===== src/rtl/mec_pkg.sv =====
package mec_pkg;

    typedef enum logic {
        REG_ADDR = 1'b0,
        REG_SYND = 1'b1
    } reg_sel_e;

    typedef struct packed {
        logic cpu;
        logic write;
        logic ecc;
    } mec_attr_t;

endpackage


===== src/rtl/mec_half_pack.sv =====
module mec_half_pack #(
    parameter int CHK_W = 7
) (
    input  logic                 err_i,
    input  logic                 single_i,
    input  logic [CHK_W-1:0]     chk_i,
    input  logic [CHK_W-1:0]     syn_i,
    output logic [2*CHK_W+1:0]   word_o
);
    // group layout: error flag, check bits, single flag, syndrome
    assign word_o = {err_i, chk_i, single_i, syn_i};
endmodule


===== src/rtl/mec_synd_reg.sv =====
module mec_synd_reg #(
    parameter int CHK_W      = 7,
    parameter int NUM_HALVES = 2
) (
    input  logic                              clk,
    input  logic                              rst_n,
    input  logic                              load_i,
    input  logic                              clr_i,
    input  logic [NUM_HALVES-1:0]             half_err_i,
    input  logic [NUM_HALVES-1:0]             half_single_i,
    input  logic [NUM_HALVES*CHK_W-1:0]       half_chk_i,
    input  logic [NUM_HALVES*CHK_W-1:0]       half_syn_i,
    output logic [NUM_HALVES*(2*CHK_W+2)-1:0] reg_o
);
    localparam int HALF_W = 2*CHK_W + 2;
    localparam int REG_W  = NUM_HALVES * HALF_W;

    typedef struct packed {
        logic [REG_W-1:0] word;
    } synd_state_t;

    synd_state_t      state_d, state_q;
    logic [REG_W-1:0] packed_w;

    for (genvar g = 0; g < NUM_HALVES; g++) begin : g_half
        mec_half_pack #(.CHK_W(CHK_W)) u_half (
            .err_i    (half_err_i[g]),
            .single_i (half_single_i[g]),
            .chk_i    (half_chk_i[g*CHK_W +: CHK_W]),
            .syn_i    (half_syn_i[g*CHK_W +: CHK_W]),
            .word_o   (packed_w[g*HALF_W +: HALF_W])
        );
    end

    always_comb begin
        state_d = state_q;
        if (clr_i) begin
            state_d.word = '0;
        end else if (load_i) begin
            state_d.word = packed_w;
        end
    end

    always_ff @(posedge clk or negedge rst_n) begin
        if (!rst_n) state_q <= '0;
        else        state_q <= state_d;
    end

    assign reg_o = state_q.word;
endmodule


===== src/rtl/mec_addr_reg.sv =====
module mec_addr_reg #(
    parameter int ADDR_W = 27,
    parameter int REG_W  = 32
) (
    input  logic                clk,
    input  logic                rst_n,
    input  logic                capture_i,
    input  logic                clr_i,
    input  mec_pkg::mec_attr_t  attr_i,
    input  logic [ADDR_W-1:0]   addr_i,
    output logic                valid_o,
    output logic [REG_W-1:0]    reg_o
);
    typedef struct packed {
        logic               valid;
        mec_pkg::mec_attr_t attr;
        logic [ADDR_W-1:0]  addr;
    } addr_state_t;

    addr_state_t state_d, state_q;

    always_comb begin
        state_d = state_q;
        if (clr_i) begin
            state_d = '0;
        end else if (capture_i && !state_q.valid) begin
            state_d.valid = 1'b1;
            state_d.attr  = attr_i;
            state_d.addr  = addr_i;
        end
    end

    always_ff @(posedge clk or negedge rst_n) begin
        if (!rst_n) state_q <= '0;
        else        state_q <= state_d;
    end

    always_comb begin
        reg_o              = '0;
        reg_o[REG_W-1]     = state_q.valid;
        reg_o[REG_W-2]     = state_q.attr.cpu;
        reg_o[REG_W-3]     = state_q.attr.write;
        reg_o[REG_W-4]     = state_q.attr.ecc;
        reg_o[ADDR_W-1:0]  = state_q.addr;
    end

    assign valid_o = state_q.valid;
endmodule


===== src/rtl/mem_err_capture.sv =====
module mem_err_capture #(
    parameter int ADDR_W     = 27,
    parameter int CHK_W      = 7,
    parameter int NUM_HALVES = 2
) (
    input  logic                              clk,
    input  logic                              rst_n,
    input  logic                              evt_valid,
    input  logic                              evt_err,
    input  logic                              evt_ecc,
    input  logic                              evt_cpu,
    input  logic                              evt_write,
    input  logic [ADDR_W-1:0]                 evt_addr,
    input  logic [NUM_HALVES-1:0]             evt_half_err,
    input  logic [NUM_HALVES-1:0]             evt_half_single,
    input  logic [NUM_HALVES*CHK_W-1:0]       evt_half_chk,
    input  logic [NUM_HALVES*CHK_W-1:0]       evt_half_syn,
    input  logic                              reg_wr,
    input  logic                              reg_sel,
    output logic [NUM_HALVES*(2*CHK_W+2)-1:0] reg_rdata,
    output logic                              bus_err_irq
);
    localparam int REG_W = NUM_HALVES * (2*CHK_W + 2);

    mec_pkg::reg_sel_e  sel_e;
    mec_pkg::mec_attr_t attr_w;
    logic               addr_clr, synd_clr, addr_valid;
    logic [REG_W-1:0]   addr_reg_q, synd_reg_q;

    assign sel_e    = mec_pkg::reg_sel_e'(reg_sel);
    assign addr_clr = reg_wr && (sel_e == mec_pkg::REG_ADDR);
    assign synd_clr = reg_wr && (sel_e == mec_pkg::REG_SYND);
    assign attr_w   = '{cpu: evt_cpu, write: evt_write, ecc: evt_ecc};

    mec_addr_reg #(.ADDR_W(ADDR_W), .REG_W(REG_W)) u_addr (
        .clk       (clk),
        .rst_n     (rst_n),
        .capture_i (evt_valid && evt_err),
        .clr_i     (addr_clr),
        .attr_i    (attr_w),
        .addr_i    (evt_addr),
        .valid_o   (addr_valid),
        .reg_o     (addr_reg_q)
    );

    mec_synd_reg #(.CHK_W(CHK_W), .NUM_HALVES(NUM_HALVES)) u_synd (
        .clk           (clk),
        .rst_n         (rst_n),
        .load_i        (evt_valid && !addr_valid),
        .clr_i         (synd_clr),
        .half_err_i    (evt_half_err),
        .half_single_i (evt_half_single),
        .half_chk_i    (evt_half_chk),
        .half_syn_i    (evt_half_syn),
        .reg_o         (synd_reg_q)
    );

    always_comb begin
        case (sel_e)
            mec_pkg::REG_SYND: reg_rdata = synd_reg_q;
            default:           reg_rdata = addr_reg_q;
        endcase
    end

    assign bus_err_irq = addr_valid;
endmodule


===== config.mk =====
export PLATFORM = sky130hd
export DESIGN_NAME = mem_err_capture
export DESIGN_NICKNAME = d
export VERILOG_FILES = /design/src/rtl/mec_pkg.sv /design/src/rtl/mec_half_pack.sv /design/src/rtl/mec_synd_reg.sv /design/src/rtl/mec_addr_reg.sv /design/src/rtl/mem_err_capture.sv
export SDC_FILE = /design/constraint.sdc
export NUM_CORES = 1
export LEC_CHECK = 0
export ABC_AREA = 1
export BUFFER_PORTS_ARGS = -buffer_cell sky130_fd_sc_hd__buf_2
export CAP_MARGIN = 20
export CORE_ASPECT_RATIO = 1.25
export CORE_MARGIN = 4
export CORE_UTILIZATION = 30
export CTS_CLUSTER_DIAMETER = 100
export CTS_CLUSTER_SIZE = 25
export DETAILED_ROUTE_END_ITERATION = 8
export SLEW_MARGIN = 20
export SYNTH_ARGS = -nofsm -noshare
export SYNTH_HDL_FRONTEND = slang
export SYNTH_HIERARCHICAL = 1
export SYNTH_SLANG_ARGS = --single-unit

===== constraint.sdc =====
create_clock -name clk -period 3.1 [get_ports clk]
set_input_delay 0.31 -clock clk [delete_from_list [all_inputs] [get_ports clk]]
set_output_delay 0.31 -clock clk [all_outputs]
set_load 0.005 [all_outputs]

**Word-level counts from Yosys, hierarchy flattened**

Cells that the tools add are included.

- Bits in registers: 63
- Logic and storage cells: 20

- Mux-type cells: 5
- Bitwise gates (word level): 1
- Reduce and logical (&&, ||, !) cells: 8

Operator list:

| cell | number |
|---|---|
| $mux 32 | 3 |
| $mux 31 | 2 |
| $logic_and 1x1->1 | 5 |
| $reduce_bool 2->1 | 2 |
| $logic_not 1->1 | 1 |
| $not 1->1 | 1 |

**Logic depth before layout (Yosys ltp)**

- Word-level depth: 4
- Mapped depth: 8
- Gate-level depth less buffers: 5

**Modules after synthesis**

The synthesis kept the hierarchy.

By module, submodules not included:

| module | times used | cells each | area an instance (µm²) | seq. area each (µm²) |
|---|---|---|---|---|
| mec_synd_reg | 1 | 140 | 1351.3 | 800.8 |
| mec_addr_reg | 1 | 143 | 1343.8 | 775.7 |
| mem_err_capture | 1 | 112 | 504.2 | 0.0 |
| mec_half_pack | 2 | 16 | 120.1 | 0.0 |

**Least setup slack after synthesis**

OpenSTA, ideal clock, no wires.

- Path type: input to register
- From: in reg_sel
- To: reg u_synd.state_q, in the netlist u_synd/reg_o[19]
- Arrival: 1.080 ns
- Required time: 2.984 ns
- Setup slack: 1.903 ns
- Cell stages on the path: 8
- Path through: buf_6 buf_6 nand2_1 inv_1 inv_2 buf_6 nand3_1 nand2_1

- Cells in the longest elaborated chain, start to end: 2

Ends and longest elaborated chain:

| element | RTL line | RTL |
|---|---|---|
| from (decl) | mem_err_capture.sv:19 | `input logic reg_sel,` |
| $logic_and 1x1->1 (*) | mem_err_capture.sv:32 | `assign synd_clr = reg_wr && (sel_e == mec_pkg::REG_SYND);` |
| named net synd_clr | mem_err_capture.sv:27 | `logic addr_clr, synd_clr, addr_valid;` |
| $mux 32 or $reduce_bool 2->1 (tied branches) | - |  |
| to (signal assigned) | mec_synd_reg.sv:46 | `else state_q <= state_d;` |
| to (decl) | mec_synd_reg.sv:22 | `synd_state_t state_d, state_q;` |

The timed path passes the listed nets; every way through them passes the cells marked *.
A chain may end at the register's enable or synchronous reset.

**Worst setup path after layout**

- From: in reg_sel
- To: reg u_addr.state_q, in the netlist u_addr/reg_o[7]

- Cells in the longest elaborated chain, start to end: 3

Ends and longest elaborated chain:

| element | RTL line | RTL |
|---|---|---|
| $not 1->1 (*) | mem_err_capture.sv:31 | `assign addr_clr = reg_wr && (sel_e == mec_pkg::REG_ADDR);` |
| $logic_and 1x1->1 (*) | mem_err_capture.sv:31 |  |
| named net addr_clr | mem_err_capture.sv:27 |  |
| $mux 31 or $reduce_bool 2->1 (tied branches) | - |  |
| to (signal assigned) | mec_addr_reg.sv:35 | `else state_q <= state_d;` |
| to (decl) | mec_addr_reg.sv:20 | `addr_state_t state_d, state_q;` |

Marks and branches as above.

==> results.yml <==
logic_synthesis:
  postSynthAreaPerCell_um2: 8.06
  synth-simple-area-share_pct: 37.8
  synth_xor_area_share_pct: 0
  synth.area.top_cells: "dfrtp_1 46%, nand2_1 20%, buf_4 8.9%"
  synth_top_family_by_area: "simple AND/OR/NAND/NOR gates"
  yosysWarnings: 6
  synth_area_leader_cell: "dfrtp_1"
  synth_nets: 495
  synth_adder_area_share_pct: 0
  synth_cell_types: 18
  ys_ff_latch: 63
  synth.cell_area_um2: 3440
  yosysSeqAreaShare_pct: 45.8
  synth.mux.area_fraction_pct: 0
  synth-compound-area-share_pct: 0.146
  yosysTopAreaCellShare_pct: 45.8
  netlist_instances: 427
sta:
  drv_slew: 0
  fmax_mhz: 553
  holdWs_ns: 0.0514
  layout_min_cycle_time_ns: 1.81
  relSlewSlack_pct: 36.5
  hold_violations: 0
  finalClockSkew_ns: 0.00471
  rsz0062_at_grt: "no"
  finalSetupViolCount: 0
  period_share_pct: 58.3
  tns_ns: 0
  worst_pin_slew_ns: 0.950
  setup_ws_ns: 1.29
power:
  p_comb_share_pct: 16.8
  p_per_area_nw_per_um2: 619
  p_int_mw: 1.77
  peakVddDrop_mv: 0.374
  swShare_pct: 27.4
  p_clk_share_pct: 42.6
  power_leakage_nw: 2.28
  switchingPower_mw: 0.668
  power_frac_seq_pct: 40.5
placement:
  place_congestion: 0.788
  port-buffer-count: 100
  placed_cell_area_um2: 3620
  place_hpwl_mm: 6.63
  place_worst_setup_slack_ns: 0.940
finish:
  final_area_um2: 3930
  nets: 543
  area_growth_pct: 14.3
  drive_gt1_share_pct: 29.0
  insertedDiodeCount: 0
clock_network:
  clock-sinks: 63
  cts_buffer_depth: 2
  insertion_delay_ns: 0.32
  cts_buffers: 9
  clkTransAtPathRegs_ns: 0.05
  post_cts_resized: 0
  cts_tree: "yes"
  cts_max_level: 3
  cts_setup_buffers: 0
  root_buffer: "clkbuf_16"
  holdBufCountCts: 0
worst_setup_path:
  cp_slowest_cell: "inv_2"
  critical_path.max_stage_delay_ns: 0.71
  required_ns: 3.36
  crit_buf_inv: 2
  cp_cell_sequence: "buf_2 -> nor2_1 -> inv_2 -> nand4_1 -> nand2_1"
  cp-end-kind: "flop"
  start_kind: "primary input"
  critPathTopFamily: "buffers and inverters"
  critical_path_peak_fanout: 60
  crit_arrival_ns: 2.07
  crit_type: "primary input to flop"
grt:
  grt_pass1_wl_mm: 15.5
  groute.usage.overall_pct: 15.0
  overflow: 0
  antenna_found_initial: 0
  grt_start_max_net_pins: 61
  grt_pass1_vias: 2943
status:
  outcome: "finished, final reports clean"
floorplan:
  start_util_pct: 30.9
  dieHeight_um: 128
  die_x_um: 104
  coreArea_um2: 11100
  rows: 43
  dieArea_um2: 13300
  io_pins: 101
routing:
  wirelength_mm: 9.63
  routedWlPerCell_um: 15.7
  post-route-drc-count: 0
  ant_nets: 0
  avgViaCountPerCell: 4.72
  drt_iter0_markers: 129
  via_count: 2902
  dr.pass1.iters: 4
hold_path:
  hold_path_class: "primary input to asynchronous set/reset pin"
job:
  max-cap-violations: 0
cells in the mapped netlist:
cell / n
inv_6: 1
buf_12: 1
nor2_1: 2
nand4_1: 30
nor2_8: 1
nand2_2: 10
clkbuf_8: 1
buf_4: 41
nand3_2: 5
nand2_1: 183
buf_2: 13
conb_1: 1
inv_2: 2
dfrtp_1: 63
a21oi_1: 1
nand3_1: 57
buf_6: 10
inv_1: 5
cells by family (layout without fill, tap and decap cells):
family	after synthesis	after routing
simple gates	288	288
flops	63	63
other cells	1	1
compound gates	1	1
buf+inv	74	127
sequential cells by signal (all words and copies together), names as in the netlist:
register and cells:
u_addr/valid_o 1, u_addr/reg_o 30, u_synd/reg_o 32
worst paths after layout:
check,startpoint,to,slack (ns),cells past startpoint
setup reg to reg,u_addr/valid_o,u_synd/reg_o[17],1.36,4
max in group asynchronous,rst_n,u_synd/reg_o[23],2.12,2
min in group clk,evt_half_chk[3],u_synd/reg_o[11],0.21,3
hold / removal,rst_n,u_addr/reg_o[25],0.05,1
setup / recovery,reg_sel,u_addr/reg_o[7],1.29,5
hold reg to reg,u_synd/reg_o[30],u_synd/reg_o[30],0.47,2
layout make-up:
type | count | area, um2
clock buffers | 13 | 270
clock inverters | 3 | 40.0
flip-flops and latches | 63 | 1580
fillers | 1190 | 7200
well taps | 135 | 169
inverters | 8 | 35.0
multi-input cells | 290 | 1320
repair buffers | 103 | 523
power groups by stage:
stage                     registers, mW  logic [mW]  clock network (mW)
after floorplan                   0.982       0.304                   0
after global placement            0.996       0.411                   0
after detailed placement          0.999       0.420                   0
after CTS                         0.987       0.421                1.06
after global routing              0.999       0.468                1.10
final                             0.986       0.410                1.04
through the flow:
stage               utilization (%)  total power, mW  instances
floorplan                         -             1.29        427
global route                   35.3             2.57        615
CTS                            35.3             2.47        615
finish                         35.3             2.43        615
global placement               32.5             1.41        599
detailed placement             32.5             1.42        599
metal layers:
layer	up-vias	routed length, um	global-route usage [%]
met5	-	0	0
met1	1371	4110	19.1
met4	0	127	5.40
li1	1436	-	-
met3	9	563	3.53
met2	86	4820	25.0
layout by cell type, fill, tap and decap left out, drive strengths merged:
| cell type | n |
|---|---|
| a21oi | 1 |
| inv | 8 |
| buf | 103 |
| nand2 | 193 |
| nand4 | 30 |
| clkinv | 2 |
| bufinv | 1 |
| dfrtp | 63 |
| nor2 | 3 |
| nand3 | 62 |
| clkbuf | 13 |
| conb | 1 |
worst register-to-register path: stages (launching register included):
cell	delay, ns
dfrtp_1	0.45
nor2_4	0.76
nor2_8	0.22
nand2_1	0.14
nand2_1	0.06
No activity file was read; power rests on OpenSTA's default activity.
